$ cat src/rtl/i2cr_pkg.sv
package i2cr_pkg;

    typedef enum logic [3:0] {
        S_IDLE,
        S_STA_SDA,
        S_STA_SCL,
        S_READY,
        S_BIT_LO,
        S_BIT_HI,
        S_WAIT8,
        S_ACK_LO,
        S_ACK_HI,
        S_HOLD,
        S_STO_SDA,
        S_STO_SCL,
        S_STO_END
    } rx_state_e;

    localparam logic [1:0] REG_CTRL = 2'd0;
    localparam logic [1:0] REG_STAT = 2'd1;
    localparam logic [1:0] REG_DATA = 2'd2;

    localparam int C_DIR   = 0;
    localparam int C_ACK   = 1;
    localparam int C_STALL = 2;
    localparam int C_BUSY  = 3;
    localparam int C_SS    = 4;

    localparam int F_FLAG  = 0;

endpackage

$ cat src/rtl/i2cr_phase_timer.sv
module i2cr_phase_timer #(
    parameter int HALF_CYC = 8
) (
    input  logic clk,
    input  logic rst_n,
    input  logic clr,
    output logic first,
    output logic expire
);
    localparam int CW = $clog2(HALF_CYC + 1);
    localparam logic [CW-1:0] LAST = CW'(HALF_CYC - 1);

    logic [CW-1:0] cnt_q;

    always_ff @(posedge clk or negedge rst_n) begin
        if (!rst_n) begin
            cnt_q <= '0;
        end else if (clr || cnt_q == LAST) begin
            cnt_q <= '0;
        end else begin
            cnt_q <= cnt_q + 1'b1;
        end
    end

    assign first  = (cnt_q == '0);
    assign expire = (cnt_q == LAST);

endmodule

$ cat src/rtl/i2cr_rx_shift.sv
module i2cr_rx_shift #(
    parameter int BYTE_W = 8
) (
    input  logic              clk,
    input  logic              rst_n,
    input  logic              clr,
    input  logic              shift_en,
    input  logic              bit_in,
    output logic [BYTE_W-1:0] value,
    output logic              full
);
    localparam int NW = $clog2(BYTE_W + 1);
    localparam logic [NW-1:0] NBITS = NW'(BYTE_W);

    logic [BYTE_W-1:0] sr_q;
    logic [NW-1:0]     num_q;

    always_ff @(posedge clk or negedge rst_n) begin
        if (!rst_n) begin
            sr_q  <= '0;
            num_q <= '0;
        end else if (clr) begin
            num_q <= '0;
        end else if (shift_en) begin
            sr_q  <= {sr_q[BYTE_W-2:0], bit_in};
            num_q <= num_q + 1'b1;
        end
    end

    assign value = sr_q;
    assign full  = (num_q == NBITS);

    // never more than one byte of bits per byte start
    a_r3_no_overshift: assert property (@(posedge clk) disable iff (!rst_n)
        full |-> !shift_en);

endmodule

$ cat src/rtl/i2cr_host_regs.sv
module i2cr_host_regs
    import i2cr_pkg::*;
#(
    parameter int BYTE_W = 8
) (
    input  logic              clk,
    input  logic              rst_n,
    input  logic              host_wr,
    input  logic              host_rd,
    input  logic [1:0]        host_addr,
    input  logic [4:0]        host_wdata,
    output logic [BYTE_W-1:0] host_rdata,
    input  logic              busy,
    input  logic              set_wait,
    input  logic              set_done,
    input  logic              load_byte,
    input  logic [BYTE_W-1:0] rx_byte,
    output logic              dir_tx,
    output logic              ack_lvl,
    output logic              stall_en,
    output logic              irq,
    output logic              rx_done,
    output logic              start_req,
    output logic              stop_req,
    output logic              data_rd
);
    logic              ss_q;
    logic [BYTE_W-1:0] data_q;
    logic              wr_ctrl;
    logic              clr_flag;

    assign wr_ctrl   = host_wr && (host_addr == REG_CTRL);
    assign clr_flag  = host_wr && (host_addr == REG_STAT) && !host_wdata[F_FLAG];
    assign start_req = wr_ctrl && host_wdata[C_BUSY] && host_wdata[C_SS];
    assign stop_req  = wr_ctrl && !host_wdata[C_BUSY] && !host_wdata[C_SS];
    assign data_rd   = host_rd && (host_addr == REG_DATA);

    always_ff @(posedge clk or negedge rst_n) begin
        if (!rst_n) begin
            dir_tx   <= 1'b0;
            ack_lvl  <= 1'b0;
            stall_en <= 1'b0;
            ss_q     <= 1'b0;
        end else if (wr_ctrl) begin
            dir_tx   <= host_wdata[C_DIR];
            ack_lvl  <= host_wdata[C_ACK];
            stall_en <= host_wdata[C_STALL];
            ss_q     <= host_wdata[C_SS];
        end
    end

    always_ff @(posedge clk or negedge rst_n) begin
        if (!rst_n) begin
            irq     <= 1'b0;
            rx_done <= 1'b0;
        end else begin
            if (set_wait || set_done) begin
                irq <= 1'b1;
            end else if (clr_flag) begin
                irq <= 1'b0;
            end
            if (set_wait) begin
                rx_done <= 1'b0;
            end else if (set_done) begin
                rx_done <= 1'b1;
            end
        end
    end

    always_ff @(posedge clk or negedge rst_n) begin
        if (!rst_n) begin
            data_q <= '0;
        end else if (load_byte) begin
            data_q <= rx_byte;
        end
    end

    always_comb begin
        host_rdata = '0;
        unique case (host_addr)
            REG_CTRL: host_rdata = BYTE_W'({ss_q, busy, stall_en, ack_lvl, dir_tx});
            REG_STAT: host_rdata = BYTE_W'({rx_done, irq});
            REG_DATA: host_rdata = data_q;
            default:  host_rdata = '0;
        endcase
    end

    // a write of 1 to the flag bit never raises the flag by itself
    a_r10_flag_write_one: assert property (@(posedge clk) disable iff (!rst_n)
        (host_wr && host_addr == REG_STAT && host_wdata[F_FLAG] && !irq
         && !set_wait && !set_done) |=> !irq);

    // byte-done never appears without the flag
    a_r7_done_with_flag: assert property (@(posedge clk) disable iff (!rst_n)
        $rose(rx_done) |-> irq);

endmodule

$ cat src/rtl/i2c_mrx_seq.sv
module i2c_mrx_seq
    import i2cr_pkg::*;
#(
    parameter int HALF_CYC = 8,   // clocks per SCL half period, at least 2
    parameter int BYTE_W   = 8
) (
    input  logic              clk,
    input  logic              rst_n,
    input  logic              host_wr,
    input  logic              host_rd,
    input  logic [1:0]        host_addr,
    input  logic [4:0]        host_wdata,
    output logic [BYTE_W-1:0] host_rdata,
    input  logic              scl_i,
    output logic              scl_oe,
    input  logic              sda_i,
    output logic              sda_oe
);
    rx_state_e state_q, state_d;

    logic              dir_tx, ack_lvl, stall_en, irq, rx_done;
    logic              start_req, stop_req, data_rd;
    logic              tmr_clr, tmr_first, tmr_exp;
    logic              hi_ph, sample, shift_en, byte_start, byte_end;
    logic              set_wait, set_done;
    logic              rx_full;
    logic [BYTE_W-1:0] rx_value;
    logic              ack_drv;
    logic              busy;

    assign busy       = (state_q != S_IDLE);
    assign hi_ph      = (state_q == S_BIT_HI) || (state_q == S_ACK_HI);
    assign tmr_clr    = (state_d != state_q) || (hi_ph && !scl_i);
    assign sample     = hi_ph && tmr_first && scl_i;
    assign shift_en   = sample && (state_q == S_BIT_HI);
    assign byte_start = (state_q == S_READY || state_q == S_HOLD) && (state_d == S_BIT_LO);
    assign byte_end   = (state_q == S_BIT_HI) && tmr_exp && rx_full;
    assign set_wait   = byte_end && stall_en;
    assign set_done   = sample && (state_q == S_ACK_HI);

    i2cr_phase_timer #(.HALF_CYC(HALF_CYC)) u_timer (
        .clk    (clk),
        .rst_n  (rst_n),
        .clr    (tmr_clr),
        .first  (tmr_first),
        .expire (tmr_exp)
    );

    i2cr_rx_shift #(.BYTE_W(BYTE_W)) u_shift (
        .clk      (clk),
        .rst_n    (rst_n),
        .clr      (byte_start),
        .shift_en (shift_en),
        .bit_in   (sda_i),
        .value    (rx_value),
        .full     (rx_full)
    );

    i2cr_host_regs #(.BYTE_W(BYTE_W)) u_regs (
        .clk        (clk),
        .rst_n      (rst_n),
        .host_wr    (host_wr),
        .host_rd    (host_rd),
        .host_addr  (host_addr),
        .host_wdata (host_wdata),
        .host_rdata (host_rdata),
        .busy       (busy),
        .set_wait   (set_wait),
        .set_done   (set_done),
        .load_byte  (byte_end),
        .rx_byte    (rx_value),
        .dir_tx     (dir_tx),
        .ack_lvl    (ack_lvl),
        .stall_en   (stall_en),
        .irq        (irq),
        .rx_done    (rx_done),
        .start_req  (start_req),
        .stop_req   (stop_req),
        .data_rd    (data_rd)
    );

    // state register
    always_ff @(posedge clk or negedge rst_n) begin
        if (!rst_n) begin
            state_q <= S_IDLE;
        end else begin
            state_q <= state_d;
        end
    end

    // next-state logic
    always_comb begin
        state_d = state_q;
        unique case (state_q)
            S_IDLE:    if (start_req) state_d = S_STA_SDA;
            S_STA_SDA: if (tmr_exp) state_d = S_STA_SCL;
            S_STA_SCL: if (tmr_exp) state_d = S_READY;
            S_READY: begin
                if (stop_req) begin
                    state_d = S_STO_SDA;
                end else if (data_rd && !dir_tx) begin
                    state_d = S_BIT_LO;
                end
            end
            S_BIT_LO:  if (tmr_exp) state_d = S_BIT_HI;
            S_BIT_HI: begin
                if (tmr_exp) begin
                    if (!rx_full) begin
                        state_d = S_BIT_LO;
                    end else if (stall_en) begin
                        state_d = S_WAIT8;
                    end else begin
                        state_d = S_ACK_LO;
                    end
                end
            end
            S_WAIT8:   if (!irq) state_d = S_ACK_LO;
            S_ACK_LO:  if (tmr_exp) state_d = S_ACK_HI;
            S_ACK_HI:  if (tmr_exp) state_d = S_HOLD;
            S_HOLD: begin
                if (dir_tx) begin
                    state_d = S_READY;
                end else if (!irq) begin
                    state_d = S_BIT_LO;
                end
            end
            S_STO_SDA: if (tmr_exp) state_d = S_STO_SCL;
            S_STO_SCL: if (tmr_exp) state_d = S_STO_END;
            S_STO_END: if (tmr_exp) state_d = S_IDLE;
            default:   state_d = S_IDLE;
        endcase
    end

    // acknowledge level captured as the ninth clock's low phase begins
    always_ff @(posedge clk or negedge rst_n) begin
        if (!rst_n) begin
            ack_drv <= 1'b0;
        end else if (state_d == S_ACK_LO && state_q != S_ACK_LO) begin
            ack_drv <= !ack_lvl;
        end
    end

    // line outputs
    always_comb begin
        scl_oe = 1'b0;
        sda_oe = 1'b0;
        unique case (state_q)
            S_IDLE:    begin scl_oe = 1'b0; sda_oe = 1'b0;    end
            S_STA_SDA: begin scl_oe = 1'b0; sda_oe = 1'b1;    end
            S_STA_SCL: begin scl_oe = 1'b1; sda_oe = 1'b1;    end
            S_READY:   begin scl_oe = 1'b1; sda_oe = 1'b0;    end
            S_BIT_LO:  begin scl_oe = 1'b1; sda_oe = 1'b0;    end
            S_BIT_HI:  begin scl_oe = 1'b0; sda_oe = 1'b0;    end
            S_WAIT8:   begin scl_oe = 1'b1; sda_oe = 1'b0;    end
            S_ACK_LO:  begin scl_oe = 1'b1; sda_oe = ack_drv; end
            S_ACK_HI:  begin scl_oe = 1'b0; sda_oe = ack_drv; end
            S_HOLD:    begin scl_oe = 1'b1; sda_oe = ack_drv; end
            S_STO_SDA: begin scl_oe = 1'b1; sda_oe = 1'b1;    end
            S_STO_SCL: begin scl_oe = 1'b0; sda_oe = 1'b1;    end
            S_STO_END: begin scl_oe = 1'b0; sda_oe = 1'b0;    end
            default:   begin scl_oe = 1'b0; sda_oe = 1'b0;    end
        endcase
    end

    // entering the stall raises the flag, marks a wait point, holds SCL low
    a_r4_stall_entry: assert property (@(posedge clk) disable iff (!rst_n)
        (byte_end && stall_en) |=> (irq && !rx_done && scl_oe));

    // SCL stays low while a wait-point flag is pending
    a_r4_hold_low: assert property (@(posedge clk) disable iff (!rst_n)
        (scl_oe && irq && !rx_done && state_q == S_WAIT8) |=> scl_oe);

    // a cleared flag in the stall moves on to the acknowledge clock
    a_r5_release: assert property (@(posedge clk) disable iff (!rst_n)
        (state_q == S_WAIT8 && !irq) |=> (state_q == S_ACK_LO));

    // SDA only falls with SCL released when a start is being made
    a_r2_start_shape: assert property (@(posedge clk) disable iff (!rst_n)
        ($rose(sda_oe) && !scl_oe) |-> (state_q == S_STA_SDA));

    // SDA only rises with SCL released at the end of a stop
    a_r9_stop_shape: assert property (@(posedge clk) disable iff (!rst_n)
        ($fell(sda_oe) && !scl_oe) |-> (state_q == S_STO_END));

    // acknowledge level does not move while SCL is high
    a_r6_ack_stable: assert property (@(posedge clk) disable iff (!rst_n)
        (state_q == S_ACK_HI && $past(state_q) == S_ACK_HI) |-> $stable(sda_oe));

endmodule

$ cat config.mk
export PLATFORM = sky130hd
export DESIGN_NAME = i2c_mrx_seq
export DESIGN_NICKNAME = d
export VERILOG_FILES = /design/src/rtl/i2cr_pkg.sv /design/src/rtl/i2cr_phase_timer.sv /design/src/rtl/i2cr_rx_shift.sv /design/src/rtl/i2cr_host_regs.sv /design/src/rtl/i2c_mrx_seq.sv
export SDC_FILE = /design/constraint.sdc
export NUM_CORES = 1
export LEC_CHECK = 0
export BUFFER_PORTS_ARGS = -buffer_cell sky130_fd_sc_hd__buf_2
export CAP_MARGIN = 10
export CELL_PAD_IN_SITES_DETAIL_PLACEMENT = 2
export CELL_PAD_IN_SITES_GLOBAL_PLACEMENT = 2
export CORE_MARGIN = 2
export CORE_UTILIZATION = 39
export CTS_CLUSTER_SIZE = 24
export DETAILED_ROUTE_END_ITERATION = 10
export PLACE_DENSITY = 0.88
export SLEW_MARGIN = 25
export SYNTH_ARGS = -nofsm -noshare
export SYNTH_HDL_FRONTEND = slang
export SYNTH_SLANG_ARGS = --single-unit
$ cat constraint.sdc
create_clock -name clk -period 4.5 [get_ports clk]
set_input_delay 0.225 -clock clk [delete_from_list [all_inputs] [get_ports clk]]
set_output_delay 0.225 -clock clk [all_outputs]
set_load 0.02 [all_outputs]
==> results of run 1 <==
-- sequential cells by signal (all words and copies together) (netlist names) --
name and cells:
u_regs.ack_lvl 1, u_shift.num_q 4, ack_drv 1, u_regs.stall_en 1
state_q 4, u_regs.dir_tx 1, u_regs.irq 1, u_regs.ss_q 1
u_regs.rx_done 1, u_regs.data_q 8, u_timer.cnt_q 4, u_shift.value 8
-- worst min-delay path by stage --
stage	slack (ns)	from	cells after the start	end
CTS	0.05	rst_n	1	u_shift.value[6]
finish	0.02	rst_n	1	u_timer.cnt_q[2]
global route	0.07	rst_n	1	u_timer.cnt_q[2]
floorplan	-0.07	rst_n	0	ack_drv
detailed placement	0.36	rst_n	1	u_timer.cnt_q[2]
global placement	0.36	rst_n	1	u_timer.cnt_q[3]
-- cells by family (layout without fill, tap and decap cells) --
family / count (synthesis) / in the layout
simple gates: 106 / 106
xor+xnor: 5 / 5
flops: 35 / 35
mux: 18 / 18
compound gates: 35 / 35
buf+inv: 21 / 37
fa+ha+maj: 4 / 4
-- per-layer routing --
| metal | part of all wire | track usage | vias to the layer above |
|---|---|---|---|
| met3 | 0.022 | 0.0329 | 6 |
| met5 | 0 | 0 | - |
| met1 | 0.46 | 0.278 | 864 |
| li1 | - | - | 810 |
| met4 | 0.0079 | 0.0482 | 0 |
| met2 | 0.51 | 0.365 | 26 |
-- report_power, final --
| part | internal [mW] | switching, mW | leakage [nW] | total [mW] |
|---|---|---|---|---|
| Sequential | 0.365 | 0.108 | 0.467 | 0.473 |
| Clock | 0.165 | 0.123 | 0.0581 | 0.288 |
| Combinational | 0.152 | 0.233 | 0.576 | 0.384 |
-- cell usage in the layout (no fill, tap or decap), types with 4 or more instances in the layout --
cell type / count
o21ai_0: 9
ha_1: 4
nor4_1: 4
mux2i_1: 6
a21oi_1: 8
mux2_2: 9
nand2_1: 41
dfrtp_1: 35
buf_2: 22
nor3_1: 6
nor2_1: 22
nand3_1: 5
inv_1: 6
clkbuf_8: 5
-- stage by stage --
step,power [mW],cell area (um2),util,setup slack (ns),std cells
CTS,1.16,2320,0.451,1.93,310
floorplan,0.748,2090,-,2.64,224
global route,1.22,2320,0.451,1.74,310
global placement,0.833,2210,0.429,2.10,302
detailed placement,0.863,2210,0.429,2.00,302
finish,1.15,2320,0.451,1.98,310
-- layout make-up --
| cell class | instances | area (um2) | share of cell area |
|---|---|---|---|
| multi-input cells | 168 | 1110 | 0.477 |
| flip-flops and latches | 35 | 876 | 0.378 |
| repair buffers | 22 | 110 | 0.0475 |
| well taps | 70 | 87.6 | 0.0378 |
| clock buffers | 5 | 68.8 | 0.0297 |
| clock inverters | 3 | 43.8 | 0.0189 |
| inverters | 7 | 26.3 | 0.0113 |
==> results.yml, run 1 <==
synthesis:
  synth_top_family_by_area: "simple AND/OR/NAND/NOR gates"
  synth-compound-area-share: 0.115
  syn_nets: 241
  yosys.cell_count.top_type: "nand2_1"
  yosys.area_share.simple: 0.275
  synth-main-ff-cell: "dfrtp_1"
  syn_area_mm2: 0.00209
  dominant_cells_by_area_after_synthesis: "dfrtp_1, nand2_1, mux2_2, nor2_1, mux2i_1"
  synth_area_leader_cell: "dfrtp_1"
  multiplexer_share_of_the_synthesized_area: 0.0932
  synth_cell_types: 54
  synth_top_area_frac: 0.418
  synthArstFlopShare: 1.00
  synth-warning-count: 0
  postSynthRegisterBits: 35
  synthAdderAreaFrac: 0.0239
  synth_xor_area_frac: 0.0209
  synth.yosys.seq_area_share: 0.418
  synth.avg_cell_area_um2: 9.35
  netlist_top_cells_count: "nand2_1, dfrtp_1, nor2_1"
  number_of_enable_type_register_cells_in_the_synthesized_netlist: 0
  synthCells: 224
sta:
  period_share: 0.561
  final_hold_viol_count: 0
  skew_ns: 0.00833
  unrepaired_setup_endpoints_after_global_routing: "false"
  finalCriticalPeriod_ns: 2.52
  fmaxAchievable_ghz: 0.396
  fin_setup_tns_ns: 0
  drv_slew: 0
  worstMarginPinSlew_ns: 0.802
  whs_ns: 0.0175
  max-slew-margin-rel: 0.464
  setup-violations-final: 0
critical_path:
  worstSetupEndpoint: "u_shift.num_q[3]"
  crit_start: "state_q[2]"
  crit_family: "simple AND/OR/NAND/NOR gates"
  worstRegToRegCells: 6
  worst_setup_path_start_kind: "flip-flop"
  timing.critical_path.required_ns: 4.67
  crit_path_end_kind: "flip-flop"
  worstPathBufferInverterCount: 1
  cell_count_along_the_critical_path: 6
  r2r_slack_ns: 1.98
  r2r-start: "state_q[2]"
  worstPathCellList: "inv_2, or3_4, nor2_1, nand4_1, xor2_1, nor2_1"
  path_common_cell: "nor2_1"
  setup.worst_path.class: "flip-flop to flip-flop"
  worst_path_largest_cell_delay_ns: 0.75
  worst_path_max_delay_cell: "dfrtp_1"
  regToRegEndpoint: "u_shift.num_q[3]"
  data_arrival_time_of_the_worst_path_ns: 2.69
  worstPathMaxFanout: 20
clock_tree:
  clkSlewWorstSetupHoldPaths_ns: 0.08
  clock_tree.htree_level_count: 2
  clkSinkCount: 35
  cts_resized: 0
  clock_network_latency_to_the_later_pin_of_the_worst_skew_pair_ns: 0.29
  clk_root_buffer_cell: "clkbuf_8"
  cts_made_buffers: 5
  cts_post_setup_buffers_inserted: 0
  cts_max_path_buffers: 2
  cts.hold.buffers_added: 0
  cts_tree: "built"
final_layout:
  antennaDiodeCount: 0
  post_route_cells_drive_above_1_share: 0.225
  finalNetCount: 256
  nFillCells: 588
  area.growth.synth_to_final_pct: 10.7
die:
  num_io_pins: 23
  dieWidth_um: 77.3
  floorplan.rows: 26
  core_area_mm2: 0.00514
  initial_utilization: 0.407
  design.die.area_mm2: 0.00597
  chip_height_um: 77.3
grt:
  gr_ovfl_total: 0
  grt_util_all_layers: 0.211
  first_global_vias: 1790
  grt_pass1_wl_um: 9870
  maximum_number_of_pins_on_one_net_before_global_route_repair: 36
  grt_antenna_before_repair: 0
drt:
  route.final.wire_length_um: 5820
  viasPerCell: 5.50
  via_count: 1706
  route.detailed.drc: 0
  wire_per_inst_um: 18.8
  detailedRoute.firstPassIterationCount: 4
  initialDrtViolationCount: 115
  postRouteAntennaNets: 0
hold_path:
  timing.hold.worst.class: "input pin to asynchronous set/reset pin"
placed_design:
  hpwlAfterDp_um: 4180
  replace_congestion: 0.795
  io_buffer_count: 22
status:
  status: "finished, final reports clean"
power_and_ir_drop:
  vdd_drop_max_uv: 151
  powerDensity_mw_per_mm2: 494
  power.leakage_nw: 1.10
job:
  cap_viol_max_count: 0
Note: power is estimated with default switching activity, not from simulation.
==> inputs of run 2 (changes only) <==
CORE_UTILIZATION = 33   (was 39)
PLACE_DENSITY = 0.79   (was 0.88)
clock period = 2 ns   (was 4.5 ns; I/O delays follow)
==> results.yml, run 2 (synthesized netlist as in run 1, its figures left out) <==
drt:
  via_count: 1945
  initialDrtViolationCount: 43
  route.final.wire_length_um: 7270
  detailedRoute.firstPassIterationCount: 4
  route.detailed.drc: 0
  wire_per_inst_um: 20.4
  viasPerCell: 5.45
  postRouteAntennaNets: 0
die:
  initial_utilization: 0.336
  core_area_mm2: 0.00624
  dieWidth_um: 83.7
  chip_height_um: 83.7
  design.die.area_mm2: 0.00700
  floorplan.rows: 29
  num_io_pins: 23
grt:
  gr_ovfl_total: 0
  grt_util_all_layers: 0.218
  grt_antenna_before_repair: 0
  grt_pass1_wl_um: 11700
  first_global_vias: 2160
  maximum_number_of_pins_on_one_net_before_global_route_repair: 36
final_layout:
  final_common_cell: "nand2_1"
  finalNetCount: 296
  post_route_cells_drive_above_1_share: 0.375
  multi_input_comb_area_mm2: 0.00118
  nFillCells: 700
  final_cell_area_mm2: 0.00270
  register_area_um2: 881
  antennaDiodeCount: 0
  finish.utilization: 0.433
  area.growth.synth_to_final_pct: 29.0
  layout.cells.most_common_list: "nand2_1, buf_4, dfrtp_1"
  final-instance-count-excl-fill: 357
power_and_ir_drop:
  vdd_drop_max_uv: 556
  p_sw_mw: 1.26
  clock_share_of_power: 0.190
  powerDensity_mw_per_mm2: 1110
  power.leakage_nw: 1.30
  swShare: 0.419
  power_frac_seq: 0.336
  power_frac_comb: 0.474
  report.power.total_mw: 3.00
  internal_pwr_total_mw: 1.74
critical_path:
  r2r-start: "u_timer.cnt_q[0]"
  worstRegToRegCells: 6
  data_arrival_time_of_the_worst_path_ns: 2.24
  timing.critical_path.required_ns: 2.18
  worst_setup_path_start_kind: "flip-flop"
  setup.worst_path.class: "flip-flop to flip-flop"
  crit_path_end_kind: "flip-flop"
  r2r_slack_ns: -0.06
  worstPathMaxFanout: 6
  regToRegEndpoint: "u_shift.num_q[1]"
clock_tree:
  clock_network_latency_to_the_later_pin_of_the_worst_skew_pair_ns: 0.31
  clkSlewWorstSetupHoldPaths_ns: 0.09
  cts_tree: "built"
  cts_max_path_buffers: 2
  clk_root_buffer_cell: "clkbuf_8"
  clkSinkCount: 35
  clock_tree.htree_level_count: 2
  cts_made_buffers: 5
hold_path:
  hold-path-cell-count: 2
  worstHoldStart: "host_wdata[1]"
  min_delay_worst_endpoint: "u_regs.ack_lvl"
  timing.hold.worst.class: "input pin to flip-flop"
sta:
  max-slew-margin-rel: 0.451
  fmaxAchievable_ghz: 0.485
  drv_slew: 0
  period_share: 1.03
  unrepaired_setup_endpoints_after_global_routing: "true"
  final_hold_viol_count: 0
  whs_ns: 0.0163
  skew_ns: 0.00937
  setup-violations-final: 4
  final_critical_path_setup_slack_ns: -0.0620
  finalCriticalPeriod_ns: 2.06
  worstMarginPinSlew_ns: 0.824
status:
  failed_checks: "setup timing"
  status: "finished with violations"
placed_design:
  replace_congestion: 0.891
  io_buffer_count: 22
  hpwlAfterDp_um: 4840
  post_dp_cell_area_mm2: 0.00243
  placed_cells: 336
job:
  cap_viol_max_count: 0
run 2: cell count changes in the layout (fill, tap and decap cells not counted), moves of 2 or more:
| cell | previous run | this run |
|---|---|---|
| dlygate4sd3_1 | 0 | 2 |
| dfrtp_2 | 0 | 4 |
| buf_4 | 0 | 37 |
| dfrtp_1 | 35 | 31 |
run 2: repair_timing:
action | CTS | global route
endpoints found under the hold margin | 36 | 0
hold buffers | 2 | 0
setup buffers | 4 | 7
pin swaps | 5 | 6
endpoints found under the setup margin | 9 | 10
resized for setup | 7 | 9
run 2: worst max-delay path by stage:
stage | startpoint | to | slack, ns | cells after the start
after floorplan | u_timer.cnt_q[0] | u_shift.num_q[0] | 0.14 | 7
after global placement | u_timer.cnt_q[1] | u_shift.num_q[0] | 0.02 | 7
after detailed placement | u_timer.cnt_q[1] | u_shift.num_q[0] | -0.14 | 7
after CTS | u_timer.cnt_q[1] | u_shift.num_q[0] | -0.01 | 7
after global routing | u_timer.cnt_q[0] | u_shift.num_q[1] | -0.13 | 7
final | u_timer.cnt_q[0] | u_shift.num_q[1] | -0.06 | 6
run 2: layout make-up:
type	count	share of cell area
multi-input combinational	168	0.435
sequential	35	0.326
timing repair buffer	62	0.158
tap	77	0.0357
clock buffer	5	0.0255
inverter	7	0.00973
clock inverter	3	0.00926
run 2: power by group through the flow:
stage | Clock [mW] | Combinational (mW) | Sequential, mW
after floorplan | 0 | 0.780 | 0.902
after global placement | 0 | 1.14 | 0.979
after detailed placement | 0 | 1.19 | 0.988
after CTS | 0.576 | 1.31 | 0.976
after global routing | 0.606 | 1.57 | 1.03
final | 0.571 | 1.42 | 1.01
run 2: metrics by stage:
step,setup TNS [ns],setup slack (ns)
floorplan,0,0.144
global placement,0,0.0199
detailed placement,-0.651,-0.140
CTS,-0.0109,-0.0109
global route,-0.948,-0.134
finish,-0.109,-0.0620
run 2: per-layer routing:
layer | track usage | wire, um | up-vias
li1 | - | - | 887
met1 | 0.269 | 3140 | 1005
met2 | 0.372 | 3750 | 37
met3 | 0.0475 | 183 | 16
met4 | 0.0850 | 194 | 0
met5 | 0 | 0 | -
run 2: worst max-delay path, stage by stage (launching register included):
cell	delay, ns
dfrtp_1	0.44
ha_4	0.19
and3b_2	0.27
a32o_2	0.26
a31o_4	0.23
nor4_4	0.40
o31ai_1	0.14
